`src/rtl/abuf_pkg.sv`:
```
package abuf_pkg;

    localparam int DATA_W = 28;
    localparam int CS_W   = 2;

    // Parity coverage masks, bit i corresponds to data bit i
    localparam logic [DATA_W-1:0] COVER_CFG0 = 28'hFFF0F5F;
    localparam logic [DATA_W-1:0] COVER_CFG1 = 28'hFAF0FFF;

    // Word held in the parity pipeline together with its configuration
    typedef struct packed {
        logic [DATA_W-1:0] data;
        logic              cfg;
    } pword_t;

    function automatic logic [DATA_W-1:0] cover_mask(input logic cfg);
        return cfg ? COVER_CFG1 : COVER_CFG0;
    endfunction

    function automatic logic gate_closed(input logic gate_en,
                                         input logic [CS_W-1:0] cs_n);
        return gate_en && (&cs_n);
    endfunction

endpackage

```
`src/rtl/abuf_out_stage.sv`:
```
module abuf_out_stage #(
    parameter int W = abuf_pkg::DATA_W
) (
    input  logic         clk,
    input  logic         rst,
    input  logic         hold,
    input  logic [W-1:0] d,
    output logic [W-1:0] q
);
    // Gated capture register: holds when hold is set, clears on reset
    always_ff @(posedge clk) begin
        if (rst)        q <= '0;
        else if (!hold) q <= d;
    end
endmodule

```
`src/rtl/abuf_parity_pipe.sv`:
```
module abuf_parity_pipe #(
    parameter int W = abuf_pkg::DATA_W
) (
    input  logic         clk,
    input  logic         rst,
    input  logic [W-1:0] d,
    input  logic         cfg,
    input  logic         par_in,
    output logic         err_n
);
    import abuf_pkg::*;

    pword_t held_q;     // word captured at edge k
    logic   held_vld;
    logic   odd_q;      // parity result, formed at edge k+1
    logic   odd_vld;
    logic   odd_now;

    always_comb begin
        odd_now = (^(held_q.data & cover_mask(held_q.cfg))) ^ par_in;
    end

    always_ff @(posedge clk) begin
        if (rst) begin
            held_q   <= '0;
            held_vld <= 1'b0;
            odd_q    <= 1'b0;
            odd_vld  <= 1'b0;
            err_n    <= 1'b1;
        end else begin
            held_q   <= '{data: d, cfg: cfg};
            held_vld <= 1'b1;
            odd_q    <= odd_now;
            odd_vld  <= held_vld;
            err_n    <= !(odd_vld && odd_q);
        end
    end
endmodule

```
`src/rtl/addr_reg_buf.sv`:
```
module addr_reg_buf #(
    parameter int DATA_W = abuf_pkg::DATA_W,
    parameter int CS_W   = abuf_pkg::CS_W
) (
    input  logic              clk,
    input  logic              rst,
    input  logic              cfg_sel,
    input  logic              cs_gate_en,
    input  logic [CS_W-1:0]   cs_n,
    input  logic [DATA_W-1:0] d,
    input  logic              par_in,
    output logic [DATA_W-1:0] qa,
    output logic [DATA_W-1:0] qb,
    output logic [CS_W-1:0]   qa_cs_n,
    output logic [CS_W-1:0]   qb_cs_n,
    output logic              qerr_n
);
    import abuf_pkg::*;

    localparam int COPIES = 2;

    logic              hold;
    logic [DATA_W-1:0] data_q;
    logic [CS_W-1:0]   cs_q;
    logic [DATA_W-1:0] data_copy [COPIES];
    logic [CS_W-1:0]   cs_copy   [COPIES];

    always_comb hold = gate_closed(cs_gate_en, cs_n);

    abuf_out_stage #(.W(DATA_W)) u_data (
        .clk(clk), .rst(rst), .hold(hold), .d(d), .q(data_q)
    );

    abuf_out_stage #(.W(CS_W)) u_cs (
        .clk(clk), .rst(rst), .hold(1'b0), .d(cs_n), .q(cs_q)
    );

    abuf_parity_pipe #(.W(DATA_W)) u_par (
        .clk(clk), .rst(rst), .d(d), .cfg(cfg_sel),
        .par_in(par_in), .err_n(qerr_n)
    );

    // Fan-out of each registered bit to its output copies
    for (genvar g = 0; g < COPIES; g++) begin : g_copy
        assign data_copy[g] = data_q;
        assign cs_copy[g]   = cs_q;
    end

    assign qa      = data_copy[0];
    assign qb      = data_copy[1];
    assign qa_cs_n = cs_copy[0];
    assign qb_cs_n = cs_copy[1];

endmodule

```
`config.mk`:
```
export PLATFORM = sky130hd
export DESIGN_NAME = addr_reg_buf
export DESIGN_NICKNAME = d
export VERILOG_FILES = /design/src/rtl/abuf_pkg.sv /design/src/rtl/abuf_out_stage.sv /design/src/rtl/abuf_parity_pipe.sv /design/src/rtl/addr_reg_buf.sv
export SDC_FILE = /design/constraint.sdc
export NUM_CORES = 1
export LEC_CHECK = 0
export BUFFER_PORTS_ARGS = -buffer_cell sky130_fd_sc_hd__buf_2
export CORE_ASPECT_RATIO = 1.2
export CORE_MARGIN = 2
export CORE_UTILIZATION = 40
export DETAILED_ROUTE_END_ITERATION = 7
export GPL_TIMING_DRIVEN = 0
export PLACE_DENSITY = 0.69
export SYNTH_ARGS = -nofsm -noshare
export SYNTH_HDL_FRONTEND = slang
export SYNTH_SLANG_ARGS = --single-unit
```
`constraint.sdc`:
```
create_clock -name clk -period 2.8 [get_ports clk]
set_clock_uncertainty 0.05 [all_clocks]
set_input_delay 0.42 -clock clk [delete_from_list [all_inputs] [get_ports clk]]
set_output_delay 0.42 -clock clk [all_outputs]
set_load 0.005 [all_outputs]
```
==> flow_metrics.tcl <==
set metrics [dict create \
    ios 96 \
    holdBufCountCts 0 \
    vdd_drop_max_v 0.000318 \
    htree_levels 3 \
    n_antenna_cell 0 \
    grt_pass1_wl_um 7440 \
    crit_chain "xnor3_1 > xnor3_1 > xnor3_1 > xnor3_1 > nor2_1" \
    cp_common_cell "xnor3_1" \
    nFillCells 525 \
    root_buffer "clkbuf_8" \
    ctsResizeCount 0 \
    post_cts_buffers 0 \
    antenna_found_initial 0 \
    gp_congestion 0.695 \
    placed_area_mm2 0.00282 \
    status "completed" \
    cts_num_sinks 59 \
    seq_area_frac_synth 0.521 \
    critPathMaxStageDelay_ns 0.40 \
    placedCellCount 392 \
    drive_gt1_frac 0.414 \
    grt_overflow 0 \
    start_kind "register" \
    ff_latch_area_mm2 0.00118 \
    drt_iter0_drc 55 \
    multiInputGateArea_um2 726 \
    wl_per_cell_um 11.0 \
    yosys_register_bits 59 \
    whs_ns 0.276 \
    power.density_mw_per_mm2 642 \
    tightest_slew_ns 0.527 \
    cp_data_arrival_time_ns 1.90 \
    area_growth_pct 32.2 \
    drv_slew 0 \
    track_usage 0.155 \
    dr.pass1.iters 4 \
    initial_core_util 0.408 \
    clkSlewWorstSetupHoldPaths_ns 0.06 \
    instances_no_fill 407 \
    finalSetupViolCount 0 \
    grt_pass1_vias 1696 \
    total_power_mw 1.92 \
    grt_setup_unrepaired "no" \
    finalCritPeriodShare 0.627 \
    cts_made_buffers 9 \
    synth_nets 269 \
    final_antenna_net_count 0 \
    synth.distinct_cells 17 \
    cts_tree "yes" \
    avgSynthCellArea_um2 9.69 \
    p_leak_nw 1.64 \
    row_count 30 \
    clock_path_buffers 2 \
    critPathSlowestCell "xnor3_1" \
    endpoint_kind "register" \
    hold_class "in -> reg" \
    max-slew-margin-rel 0.649 \
    min_period_ns 1.76 \
    io_buffers 94 \
    worst-path-buf-inv 0 \
    die_w_um 72.7 \
    critPathTopFamily "XOR/XNOR gates" \
    clkLatencyLatePin_ns 0.32 \
    layout_common_cells "buf_2 (94), dfxtp_1 (59), nor2_1 (54), buf_4 (30)" \
    drt_drc_violations_left 0 \
    num_vias 1772 \
    dieArea_mm2 0.00629 \
    grt_start_max_net_pins 11 \
    final_hold_viol_count 0 \
    max_cap_viol_count 0 \
    die_y_um 86.5 \
    wirelength_um 4460 \
    synth_warnings 0 \
    finalSetupTns_ns 0 \
    worst-path-max-fanout 1 \
    layout.nets 374 \
    stdcell_area_mm2 0.00300 \
    design.core.area_mm2 0.00556 \
    cp.required_ns 2.94 \
    vias_per_cell 4.35 \
    syn_inst 234 \
    worstSetupPathType "reg -> reg" \
    layout_commonest_cell "buf_2" \
    dp_hpwl_um 3330 \
    synthesis.area_mm2 0.00227 \
    max_freq_mhz 569 \
]
==> routing by layer <==
| layer | up-vias | global-route usage | wire length [um] |
|---|---|---|---|
| li1 | 910 | - | - |
| met1 | 793 | 0.196 | 1930 |
| met2 | 59 | 0.241 | 2160 |
| met3 | 10 | 0.0314 | 259 |
| met4 | 0 | 0.0960 | 109 |
| met5 | - | 0 | 0 |
==> Yosys cell counts, drive strengths merged <==
master | count | share of area
mux2i | 4 | 0.018
inv | 25 | 0.041
nand3 | 2 | 0.0044
nand2 | 1 | 0.0017
buf | 31 | 0.10
dfxtp | 59 | 0.52
clkbuf | 10 | 0.017
nor2b | 4 | 0.011
a211oi | 24 | 0.079
xnor3 | 4 | 0.040
xor2 | 3 | 0.012
xnor2 | 13 | 0.065
nor2 | 54 | 0.089
==> power breakdown <==
| part | leakage (nW) | internal, mW | switching [mW] |
|---|---|---|---|
| Clock | 0.0953 | 0.386 | 0.298 |
| Combinational | 1.05 | 0.191 | 0.119 |
| Sequential | 0.492 | 0.897 | 0.0312 |
==> sequential cells by signal, indices dropped and copies added, names as in the netlist <==
signal	flops
u_cs.q	2
u_par.held_vld	1
u_data.q	28
u_par.err_n	1
u_par.held_q	25
u_par.odd_q	1
u_par.odd_vld	1
==> through the flow <==
| step | worst slack (ns) | utilization |
|---|---|---|
| after global placement | 0.928 | 0.507 |
| after floorplan | 1.16 | - |
| after global routing | 0.938 | 0.539 |
| after CTS | 1.02 | 0.539 |
| final | 1.04 | 0.539 |
| after detailed placement | 0.923 | 0.507 |
==> layout make-up <==
class	count	share of cell area
repair buffers	94	0.157
well taps	64	0.0267
plain buffers	41	0.0889
multi-input cells	109	0.242
clock inverters	2	0.00334
clock buffers	13	0.0564
inverters	25	0.0313
flip-flops and latches	59	0.394
==> path summary, 6_finish.rpt <==
check / from / end / slack, ns / cells after the start
max reg2reg: u_par.held_q[5] / u_par.odd_q / 1.04 / 5
max: u_par.held_q[5] / u_par.odd_q / 1.04 / 5
min: d[10] / u_par.held_q[11] / 0.28 / 3
min reg2reg: u_par.odd_q / u_par.err_n / 0.32 / 1
==> cells by family after synthesis <==
| logic type | after synthesis | synth area share |
|---|---|---|
| flip-flops | 59 | 0.521 |
| AO/OA/AOI/OAI | 24 | 0.0795 |
| buffers and inverters | 66 | 0.159 |
| XOR/XNOR | 20 | 0.116 |
| AND/OR/NAND/NOR | 61 | 0.107 |
| multiplexers | 4 | 0.0177 |
==> worst reg2reg max path: stages (launching register included) <==
cell	delay (ns)
dfxtp_1	0.31
xnor3_1	0.40
xnor3_1	0.21
xnor3_1	0.40
xnor3_1	0.21
nor2_1	0.05
Note: power is estimated with default switching activity, not from simulation.
